### src/rtl/lwc_pkg.sv
package lwc_pkg;

    localparam logic [3:0] LW_NONE = 4'b0000;
    localparam logic [3:0] LW_X1   = 4'b0001;
    localparam logic [3:0] LW_X2   = 4'b0010;
    localparam logic [3:0] LW_X4   = 4'b0100;
    localparam logic [3:0] LW_X8   = 4'b1000;

    typedef enum logic [2:0] {
        ST_IDLE,
        ST_GROUP,
        ST_TRY,
        ST_DONE,
        ST_DOWN
    } lwc_state_e;

    typedef enum logic [2:0] {
        GO_NONE,
        GO_ONLY0,
        GO_ONLY1,
        GO_SPLIT,
        GO_MERGE
    } grp_out_e;

    typedef struct packed {
        lwc_state_e st;
        logic [3:0] cur_w;
        logic       cur_lnk;
        logic       pend1;
        logic [3:0] w0;
        logic [3:0] w1;
        logic       up;
    } lwc_regs_t;

    // next supported width below the given one; none below a single lane
    function automatic logic [3:0] lw_narrower(input logic [3:0] w);
        case (w)
            LW_X8:   return LW_X4;
            LW_X4:   return LW_X1;
            default: return LW_NONE;
        endcase
    endfunction

endpackage

### src/rtl/lwc_timer.sv
module lwc_timer #(
    parameter int W = 16
) (
    input  logic         clk,
    input  logic         rst,
    input  logic         clr,
    input  logic [W-1:0] limit,
    output logic         expired
);
    localparam logic [W-1:0] CNT_MAX = {W{1'b1}};

    logic [W-1:0] cnt_d, cnt_q;

    always_comb begin
        cnt_d = cnt_q;
        if (clr)
            cnt_d = '0;
        else if (cnt_q != CNT_MAX)
            cnt_d = cnt_q + 1'b1;
    end

    always_ff @(posedge clk) begin
        if (rst)
            cnt_q <= '0;
        else
            cnt_q <= cnt_d;
    end

    assign expired = (cnt_q >= limit);

endmodule

### src/rtl/lwc_merge.sv
module lwc_merge
    import lwc_pkg::*;
#(
    parameter int ID_W = 8
) (
    input  logic [1:0]      grp_ok,
    input  logic [ID_W-1:0] id0,
    input  logic [ID_W-1:0] id1,
    output grp_out_e        outcome
);
    logic same_partner;

    assign same_partner = (id0 == id1);

    always_comb begin
        case (grp_ok)
            2'b11:   outcome = same_partner ? GO_MERGE : GO_SPLIT;
            2'b01:   outcome = GO_ONLY0;
            2'b10:   outcome = GO_ONLY1;
            default: outcome = GO_NONE;
        endcase
    end

endmodule

### src/rtl/lane_width_ctrl.sv
module lane_width_ctrl
    import lwc_pkg::*;
#(
    parameter int ID_W        = 8,
    parameter int TMO_W       = 8,
    parameter int HOLDOFF_CYC = 12
) (
    input  logic             clk,
    input  logic             rst,
    input  logic [TMO_W-1:0] timeout_cycles,
    input  logic [1:0]       grp_ok,
    input  logic [ID_W-1:0]  grp_id0,
    input  logic [ID_W-1:0]  grp_id1,
    input  logic             train_ok,
    input  logic             train_fail,
    output logic             grp_phase,
    output logic [3:0]       attempt_width,
    output logic             attempt_link,
    output logic [1:0]       link_count,
    output logic [3:0]       link_width0,
    output logic [3:0]       link_width1,
    output logic             link_up,
    output logic             link_down
);
    localparam logic [TMO_W-1:0] HOLD_LIM = TMO_W'(HOLDOFF_CYC);

    lwc_regs_t  r_d, r_q;
    grp_out_e   outcome;
    logic       tmr_clr;
    logic       tmr_exp;
    logic [TMO_W-1:0] tmr_lim;

    lwc_merge #(.ID_W(ID_W)) u_merge (
        .grp_ok  (grp_ok),
        .id0     (grp_id0),
        .id1     (grp_id1),
        .outcome (outcome)
    );

    assign tmr_lim = (r_q.st == ST_DOWN) ? HOLD_LIM : timeout_cycles;

    lwc_timer #(.W(TMO_W)) u_timer (
        .clk     (clk),
        .rst     (rst),
        .clr     (tmr_clr),
        .limit   (tmr_lim),
        .expired (tmr_exp)
    );

    always_comb begin
        r_d    = r_q;
        r_d.up = 1'b0;
        case (r_q.st)
            ST_IDLE: r_d.st = ST_GROUP;
            ST_GROUP: begin
                if (grp_ok == 2'b11 || tmr_exp) begin
                    r_d.st    = ST_TRY;
                    r_d.pend1 = 1'b0;
                    r_d.cur_w = LW_X4;
                    case (outcome)
                        GO_MERGE: begin
                            r_d.cur_lnk = 1'b0;
                            r_d.cur_w   = LW_X8;
                        end
                        GO_SPLIT: begin
                            r_d.cur_lnk = 1'b0;
                            r_d.pend1   = 1'b1;
                        end
                        GO_ONLY0: r_d.cur_lnk = 1'b0;
                        GO_ONLY1: r_d.cur_lnk = 1'b1;
                        default: begin
                            r_d.st    = ST_DOWN;
                            r_d.cur_w = LW_NONE;
                        end
                    endcase
                end
            end
            ST_TRY: begin
                if (train_ok) begin
                    if (r_q.cur_lnk)
                        r_d.w1 = r_q.cur_w;
                    else
                        r_d.w0 = r_q.cur_w;
                    if (r_q.pend1) begin
                        r_d.cur_lnk = 1'b1;
                        r_d.cur_w   = LW_X4;
                        r_d.pend1   = 1'b0;
                    end else begin
                        r_d.st = ST_DONE;
                        r_d.up = 1'b1;
                    end
                end else if (train_fail || tmr_exp) begin
                    if (r_q.cur_w == LW_X1) begin
                        r_d.st    = ST_DOWN;
                        r_d.cur_w = LW_NONE;
                        r_d.pend1 = 1'b0;
                        r_d.w0    = LW_NONE;
                        r_d.w1    = LW_NONE;
                    end else begin
                        r_d.cur_w = lw_narrower(r_q.cur_w);
                    end
                end
            end
            ST_DOWN: begin
                if (tmr_exp)
                    r_d.st = ST_GROUP;
            end
            default: ;
        endcase
        tmr_clr = (r_d.st != r_q.st) || (r_d.cur_w != r_q.cur_w) ||
                  (r_d.cur_lnk != r_q.cur_lnk);
    end

    always_ff @(posedge clk) begin
        if (rst) begin
            r_q.st      <= ST_IDLE;
            r_q.cur_w   <= LW_NONE;
            r_q.cur_lnk <= 1'b0;
            r_q.pend1   <= 1'b0;
            r_q.w0      <= LW_NONE;
            r_q.w1      <= LW_NONE;
            r_q.up      <= 1'b0;
        end else begin
            r_q <= r_d;
        end
    end

    logic done_st;
    assign done_st       = (r_q.st == ST_DONE);
    assign grp_phase     = (r_q.st == ST_GROUP);
    assign attempt_width = (r_q.st == ST_TRY) ? r_q.cur_w : LW_NONE;
    assign attempt_link  = r_q.cur_lnk;
    assign link_width0   = done_st ? r_q.w0 : LW_NONE;
    assign link_width1   = done_st ? r_q.w1 : LW_NONE;
    assign link_count    = done_st ? ({1'b0, |r_q.w0} + {1'b0, |r_q.w1}) : 2'd0;
    assign link_up       = r_q.up;
    assign link_down     = (r_q.st == ST_DOWN);

    AST_MERGE_X8: assert property (@(posedge clk) disable iff (rst)
        (grp_phase && grp_ok == 2'b11 && grp_id0 == grp_id1)
        |=> (attempt_width == LW_X8 && !attempt_link));

    AST_STEP_NARROWER: assert property (@(posedge clk) disable iff (rst)
        (attempt_width != LW_NONE && attempt_width != LW_X1 && train_fail && !train_ok)
        |=> (attempt_width < $past(attempt_width) && attempt_width != LW_X2));

    AST_X1_FAIL_DOWN: assert property (@(posedge clk) disable iff (rst)
        (attempt_width == LW_X1 && train_fail && !train_ok) |=> link_down);

    AST_UP_SINGLE: assert property (@(posedge clk) disable iff (rst)
        link_up |=> !link_up);

    AST_UP_HAS_LINK: assert property (@(posedge clk) disable iff (rst)
        link_up |-> (link_count != 2'd0 && !link_down));

    AST_ATTEMPT_CODE: assert property (@(posedge clk) disable iff (rst)
        $onehot0(attempt_width) && !attempt_width[1]);

    AST_OK_WINS: assert property (@(posedge clk) disable iff (rst)
        (attempt_width != LW_NONE && train_ok && train_fail && !r_q.pend1)
        |=> link_up);

    AST_NO_GROUP_DOWN: assert property (@(posedge clk) disable iff (rst)
        (grp_phase && grp_ok == 2'b00 && tmr_exp) |=> link_down);

endmodule

### config.mk
export PLATFORM = sky130hd
export DESIGN_NAME = lane_width_ctrl
export DESIGN_NICKNAME = d
export VERILOG_FILES = /design/src/rtl/lwc_pkg.sv /design/src/rtl/lwc_timer.sv /design/src/rtl/lwc_merge.sv /design/src/rtl/lane_width_ctrl.sv
export SDC_FILE = /design/constraint.sdc
export NUM_CORES = 1
export LEC_CHECK = 0
export BUFFER_PORTS_ARGS = -buffer_cell sky130_fd_sc_hd__buf_2
export CORE_ASPECT_RATIO = 0.9
export CORE_UTILIZATION = 33
export DETAILED_ROUTE_END_ITERATION = 16
export GPL_TIMING_DRIVEN = 0
export PLACE_DENSITY = 0.66
export SLEW_MARGIN = 20
export SYNTH_ARGS = -nofsm -noshare
export SYNTH_HDL_FRONTEND = slang
export SYNTH_SLANG_ARGS = --single-unit
### constraint.sdc
create_clock -name clk -period 3 [get_ports clk]
set_input_delay 0.3 -clock clk [delete_from_list [all_inputs] [get_ports clk]]
set_output_delay 0.3 -clock clk [all_outputs]
set_load 0.03 [all_outputs]
==> impl_metrics.sql, run 1 <==
INSERT INTO impl_metrics (metric_group, metric, value, unit) VALUES
('route', 'avgRoutedWirePerCell', '12.98', 'um'),
('floorplan', 'placementRows', '25', ''),
('route', 'detail_route.vias_per_cell', '5.372', ''),
('sta', 'timing_worst_slew_pin_value', '0.4477', 'ns'),
('setup_path', 'critPathMaxFanout', '10', ''),
('synthesis', 'dominant_cells_by_area_after_synthesis', 'dfxtp_1 28%, ha_1 6.8%, a21oi_1 5.4%, and2_1 5.4%, nand2_1 5.3%', ''),
('clocking', 'clk_latency', '0.28', 'ns'),
('finish', 'syn_to_final_growth', '28.85', '%'),
('setup_path', 'ff2ff_path_depth', '13', ''),
('setup_path', 'required', '3.20', 'ns'),
('clocking', 'clock_tree_from_tritoncts', 'built', ''),
('sta', 'unrepaired_setup_endpoints_after_global_routing', 'no', ''),
('finish', 'final-seq-area', '524.3', 'sq um'),
('global_route', 'grt_pass1_vias', '1703', ''),
('sta', 'layout_worst_path_cycle_share', '94.04', '%'),
('synthesis', 'synth_cells', '235', ''),
('clocking', 'hold_buffers', '0', ''),
('synthesis', 'synth-edff-count', '0', ''),
('route', 'route.vias.total', '1907', ''),
('clocking', 'cts_h_tree_depth', '1', ''),
('pwr', 'power-per-cell-area', '338.1', 'nW/um^2'),
('synthesis', 'synthDominantAreaCellType', 'dfxtp_1', ''),
('hold_path', 'worstHoldPathType', 'primary input to flop', ''),
('setup_path', 'criticalPathCategory', 'flop to flop', ''),
('status', 'run_status', 'complete, no violations', ''),
('synthesis', 'synth-async-reset-ratio', '0', '%'),
('route', 'postRouteWirelength', '4.607', 'mm'),
('sta', 'final_hold_violations', '0', ''),
('floorplan', 'die_area', '5915', 'sq um'),
('placed_design', 'gpl.final_weighted_congestion', '0.9019', ''),
('floorplan', 'height_of_the_chip', '73.07', 'um'),
('finish', 'num-nets-final', '329', ''),
('route', 'dr.pass1.iters', '4', ''),
('finish', 'final_layout_size_suffix_gt1_share', '28.13', '%'),
('sta', 'fin_worst_skew', '0.01372', 'ns'),
('finish', 'final_cells', '355', ''),
('synthesis', 'syn-num-nets', '275', ''),
('pwr', 'power.leakage', '1.035', 'nW'),
('placed_design', 'placed_cell_area', '2166', 'sq um'),
('floorplan', 'fp.coreArea', '5318', 'sq um'),
('finish', 'most-common-layout-cells', '46 x buf_2, 25 x nand2_1, 23 x dfxtp_1', ''),
('global_route', 'global_route.overflow_total', '0', ''),
('global_route', 'pin_count_of_the_biggest_net_entering_global_routing', '16', ''),
('global_route', 'grt_util_all_layers', '15.67', '%'),
('floorplan', 'number_of_ports_placed_on_the_die_boundary', '48', ''),
('synthesis', 'synth-main-ff-cell', 'dfxtp_1', ''),
('global_route', 'initial_antenna_violation_count', '0', ''),
('hold_path', 'whs_path_depth', '3', ''),
('floorplan', 'floorplan.initialDensity', '34.82', '%'),
('placed_design', 'hpwlAfterDp', '3.418', 'mm'),
('setup_path', 'timing.critical_path.arrival', '3.02', 'ns'),
('setup_path', 'crit_path_start_kind', 'flop', ''),
('clocking', 'cts.root.buffer_cell', 'clkbuf_8', ''),
('synthesis', 'mappedNetlistArea', '1852', 'sq um'),
('placed_design', 'count_of_input_and_output_buffers', '46', ''),
('floorplan', 'die_width', '80.96', 'um'),
('clocking', 'cts-buffers-inserted', '3', ''),
('finish', 'design_area', '2386', 'sq um'),
('placed_design', 'place.detailed.instances', '348', ''),
('global_route', 'grt_pass1_wl', '7.389', 'mm'),
('flow_run', 'drv.max_cap_violation_count', '0', ''),
('clocking', 'cts_max_path_buffers', '2', ''),
('sta', 'maxSlewHeadroom', '70.15', '%'),
('synthesis', 'synth_sequential_area_ratio', '28.11', '%'),
('global_route', 'grt_util_met3', '3.250', '%'),
('route', 'drc', '0', ''),
('global_route', 'use_met1', '19.73', '%'),
('synthesis', 'post_synth.cell_area_avg', '7.880', 'sq um'),
('global_route', 'grt.met2_usage', '27.64', '%'),
('sta', 'worst_hold_slack', '0.3926', 'ns'),
('finish', 'multi_input_area', '1354', 'sq um');
==> cells by family after synthesis <==
kind of cell,after synthesis,share of synthesized area (%)
and+or+nand+nor,115,34.39
AOI/OAI and AO/OA,53,20.41
DFF,26,28.11
buffers and inverters,17,3.581
xor gates and xnor gates,12,5.676
adders and majority gates,10,6.757
muxes,2,1.081
==> area by class of cell <==
| cell class | count | share of cell area [%] |
|---|---|---|
| clock buffer | 3 | 1.730 |
| buffer | 9 | 1.730 |
| timing repair buffer | 50 | 11.96 |
| multi-input combinational | 192 | 56.74 |
| tap | 67 | 3.513 |
| sequential | 26 | 21.97 |
| inverter | 7 | 1.101 |
| clock inverter | 1 | 1.259 |
==> sequential cells by signal, summed over array words and instances, names as in the netlist <==
register	cells
r_q	16
u_timer.cnt_q	8
attempt_link	1
link_up	1
==> Yosys cell counts (all sizes together), types with 4 or more instances <==
master and count:
nand4 11, nand2 27, clkbuf 7, xor2 11, dfxtp 26, nand3 7, and2 17, and3 7
a21oi 20, nor2 15, nor3 11, o21ai 9, inv 6, ha 10, nand2b 4
==> what timing repair did <==
action / in CTS / in global routing
pin swaps: 11 / 7
buffers inserted: 2 / 2
endpoints found under the setup margin: 16 / 19
resized for setup: 6 / 18
==> per-layer routing <==
layer | part of all wire, % | vias up | routed length (um)
li1 | - | 964 | -
met1 | 45 | 872 | 2055
met2 | 49 | 65 | 2237
met3 | 6.1 | 6 | 281
met4 | 0.74 | 0 | 34
met5 | 0 | - | 0
==> stage by stage <==
stage	setup WS [ns]	util [%]	TNS (ns)	power, mW
after floorplan	0.02358	-	0	0.4544
after global placement	-0.1930	40.73	-2.327	0.4977
after detailed placement	-0.2137	40.73	-2.525	0.4988
after CTS	0.02578	42.96	0	0.7990
after global routing	0.004065	44.87	0	0.8426
final	0.1787	44.87	0	0.8066
==> critical path, stage by stage, from the launching register on <==
cell,delay [ns]
dfxtp_2,0.35
buf_6,0.14
nor2_4,0.11
nand2_4,0.09
and2_1,0.17
ha_1,0.27
a31oi_1,0.12
and2b_2,0.24
o311ai_4,0.25
buf_12,0.16
a21oi_2,0.06
a311oi_4,0.33
nand4_4,0.25
nor3_2,0.19
==> final timing paths <==
check | startpoint | to
max reg2reg | r_q[15]$_SDFF_PP0_ | u_timer.cnt_q[2]$_SDFFE_PP0P_
min reg2reg | r_q[8]$_SDFFE_PP0P_ | r_q[8]$_SDFFE_PP0P_
min | train_ok | link_up$_SDFF_PP0_
max | r_q[15]$_SDFF_PP0_ | u_timer.cnt_q[2]$_SDFFE_PP0P_
==> power by group <==
part	internal [mW]	leakage, nW	total, mW	switching, mW
clock	0.179	0.0357	0.296	0.117
sequential	0.352	0.212	0.359	0.00695
combinational	0.0622	0.787	0.152	0.0898
No activity file was read; power rests on OpenSTA's default activity.
==> run 2, diff against run 1 <==
Settings changed: RECOVER_POWER set to 50.
==> impl_metrics.sql, run 2 (same netlist as run 1, synthesis figures left out) <==
INSERT INTO impl_metrics (metric_group, metric, value, unit) VALUES
('setup_path', 'timing.critical_path.buf_inv', '2', ''),
('finish', 'reg.largest.list', 'r_q x16, u_timer.cnt_q x8', ''),
('sta', 'timing.fmax', '357.7', 'MHz'),
('clocking', 'cts_h_tree_depth', '1', ''),
('clocking', 'cts_max_path_buffers', '2', ''),
('clocking', 'cts-buffers-inserted', '3', ''),
('route', 'dr.pass1.iters', '4', ''),
('finish', 'final_layout_size_suffix_gt1_share', '21.88', '%'),
('setup_path', 'timing.rr.start', 'r_q[15]$_SDFF_PP0_', ''),
('floorplan', 'placementRows', '25', ''),
('finish', 'syn_to_final_growth', '27.09', '%'),
('pwr', 'power-per-cell-area', '341.7', 'nW/um^2'),
('setup_path', 'criticalPathCategory', 'flop to flop', ''),
('route', 'route.vias.total', '1895', ''),
('floorplan', 'number_of_ports_placed_on_the_die_boundary', '48', ''),
('global_route', 'initial_antenna_violation_count', '0', ''),
('hold_path', 'whs_path_depth', '3', ''),
('setup_path', 'timing.rr.end', 'u_timer.cnt_q[2]$_SDFFE_PP0P_', ''),
('placed_design', 'count_of_input_and_output_buffers', '46', ''),
('setup_path', 'slowest_stage_cell_crit_path', 'dfxtp_2', ''),
('route', 'drc', '0', ''),
('clocking', 'post_cts_clock_slew_at_the_launch_and_capture_registers_of_the_worst_setup_and_hold_paths', '0.10', 'ns'),
('route', 'avgRoutedWirePerCell', '12.97', 'um'),
('route', 'drt.antenna.violating_nets', '0', ''),
('finish', 'largest_register_ffs', '16', ''),
('floorplan', 'floorplan.initialDensity', '34.82', '%'),
('setup_path', 'worst_r2r_setup_slack', '0.20', 'ns'),
('hold_path', 'worstHoldPathType', 'primary input to flop', ''),
('setup_path', 'critical-path-top-delay-family', 'simple AND/OR/NAND/NOR gates', ''),
('sta', 'shortest_period_the_worst_path_allows', '2.796', 'ns'),
('finish', 'num-nets-final', '329', ''),
('finish', 'diodes', '0', ''),
('hold_path', 'hold_end', 'link_up$_SDFF_PP0_', ''),
('hold_path', 'worst_hold_startpoint', 'train_ok', ''),
('setup_path', 'critPathMaxFanout', '10', ''),
('sta', 'fin_worst_skew', '0.01346', 'ns'),
('finish', 'most-common-layout-cells', '29 x buf_2, 25 x nand2_1, 24 x clkbuf_1', ''),
('status', 'run_status', 'complete, no violations', ''),
('setup_path', 'critPathCaptureType', 'flop', ''),
('setup_path', 'ff2ff_path_depth', '13', ''),
('pwr', 'worst_ir_drop_vdd', '0.2769', 'mV'),
('sta', 'final_hold_violations', '0', ''),
('floorplan', 'height_of_the_chip', '73.07', 'um'),
('finish', 'registers.top_by_ff_count', 'r_q', ''),
('placed_design', 'placed_cell_area', '2166', 'sq um'),
('clocking', 'clk_latency', '0.28', 'ns'),
('setup_path', 'timing.critical_path.cells', 'buf_6, nor2_4, nand2_4, and2_1, ha_1, a31oi_1, and2b_2, o311ai_4, buf_12, a21oi_2, a311oi_4, nand4_4, nor3_2', ''),
('sta', 'timing.final.ws_setup', '0.2040', 'ns'),
('setup_path', 'required', '3.20', 'ns'),
('sta', 'layout_worst_path_cycle_share', '93.20', '%'),
('sta', 'maxSlewHeadroom', '45.52', '%'),
('placed_design', 'setup_slack_placement', '-0.2137', 'ns'),
('sta', 'timing_worst_slew_pin_value', '0.8109', 'ns'),
('finish', 'design_area', '2354', 'sq um'),
('sta', 'worst_hold_slack', '0.3890', 'ns'),
('sta', 'unrepaired_setup_endpoints_after_global_routing', 'no', ''),
('floorplan', 'die_width', '80.96', 'um'),
('setup_path', 'critical_path.startpoint', 'r_q[15]$_SDFF_PP0_', ''),
('route', 'postRouteWirelength', '4.604', 'mm'),
('route', 'drtIter0Drc', '201', ''),
('setup_path', 'timing.critical_path.depth', '13', ''),
('floorplan', 'die_area', '5915', 'sq um'),
('clocking', 'cts.root.buffer_cell', 'clkbuf_8', ''),
('pwr', 'power.leakage', '0.9615', 'nW'),
('finish', 'most_common_cell_after_layout_fill_and_taps_aside', 'buf_2', ''),
('global_route', 'pin_count_of_the_biggest_net_entering_global_routing', '16', ''),
('global_route', 'global_route.overflow_total', '0', ''),
('floorplan', 'fp.coreArea', '5318', 'sq um'),
('placed_design', 'gpl.final_weighted_congestion', '0.9019', ''),
('sta', 'timing.final.max_slew_violations', '0', ''),
('flow_run', 'drv.max_cap_violation_count', '0', ''),
('setup_path', 'timing.critical_path.slowest_cell_delay', '0.34', 'ns'),
('placed_design', 'hpwlAfterDp', '3.418', 'mm'),
('clocking', 'clock_sinks', '26', ''),
('setup_path', 'timing.critical_path.arrival', '3.00', 'ns'),
('global_route', 'grt_util_all_layers', '15.67', '%'),
('route', 'detail_route.vias_per_cell', '5.338', ''),
('clocking', 'clock_tree_from_tritoncts', 'built', ''),
('global_route', 'grt_pass1_vias', '1703', ''),
('global_route', 'grt_pass1_wl', '7.389', 'mm'),
('sta', 'setup_violating_endpoint_count_in_the_final_report', '0', ''),
('setup_path', 'crit_path_start_kind', 'flop', ''),
('sta', 'setup_tns', '0', 'ns');
run 2: changes by cell type in the layout (fill, tap and decap cells not counted):
cell,change
clkbuf_1,+17
buf_2,-17
nor3_1,+1
nor3_4,-1
run 2: routing by layer:
| layer | wire [um] | global-route usage, % |
|---|---|---|
| met2 | 2213 | 27.64 |
| met1 | 2058 | 19.73 |
| met5 | 0 | 0 |
| met4 | 45 | 2.778 |
| met3 | 285 | 3.250 |
run 2: worst reg2reg max path: cells and delay by family, from the launching register on:
| family | cells | cell delay (ns) |
|---|---|---|
| compound gates | 4 | 0.75 |
| simple gates | 6 | 1.06 |
| flops | 1 | 0.34 |
| fa+ha+maj | 1 | 0.27 |
| buf+inv | 2 | 0.29 |
run 2: worst max-delay path by stage:
stage	end
after CTS	u_timer.cnt_q[5]$_SDFFE_PP0P_
after detailed placement	u_timer.cnt_q[7]$_SDFFE_PP0P_
after global placement	u_timer.cnt_q[0]$_SDFFE_PP0P_
after floorplan	u_timer.cnt_q[5]$_SDFFE_PP0P_
after global routing	u_timer.cnt_q[2]$_SDFFE_PP0P_
final	u_timer.cnt_q[2]$_SDFFE_PP0P_
run 2: stage by stage:
stage | cells | util, % | power, mW
2_1_floorplan | 235 | - | 0.4544
3_3_place_gp | 348 | 40.73 | 0.4977
3_5_place_dp | 348 | 40.73 | 0.4988
4_1_cts | 354 | 42.96 | 0.7990
5_1_grt | 355 | 44.26 | 0.8408
6_report | 355 | 44.26 | 0.8041
run 2: layout make-up:
cell class              instances  area (sq um)
repair buffers                 50         264.0
plain buffers                   9         41.29
multi-input cells             192          1343
well taps                      67         83.83
inverters                       7         26.28
fillers                       543          2964
flip-flops and latches         26         524.3
clock buffers                   3         41.29
clock inverters                 1         30.03
run 2: report_power, final:
| part | internal [mW] | switching, mW | leakage, nW | total (mW) |
|---|---|---|---|---|
| sequential | 0.352 | 0.00650 | 0.212 | 0.358 |
| combinational | 0.0612 | 0.0894 | 0.714 | 0.151 |
| clock | 0.179 | 0.116 | 0.0357 | 0.295 |
run 2: repair_timing:
action | in CTS | in global routing
gates resized for setup | 6 | 18
setup endpoints to repair | 16 | 19
pin swaps | 11 | 7
setup buffers | 2 | 2
hold buffers | 0 | 0
cloned | 0 | 0
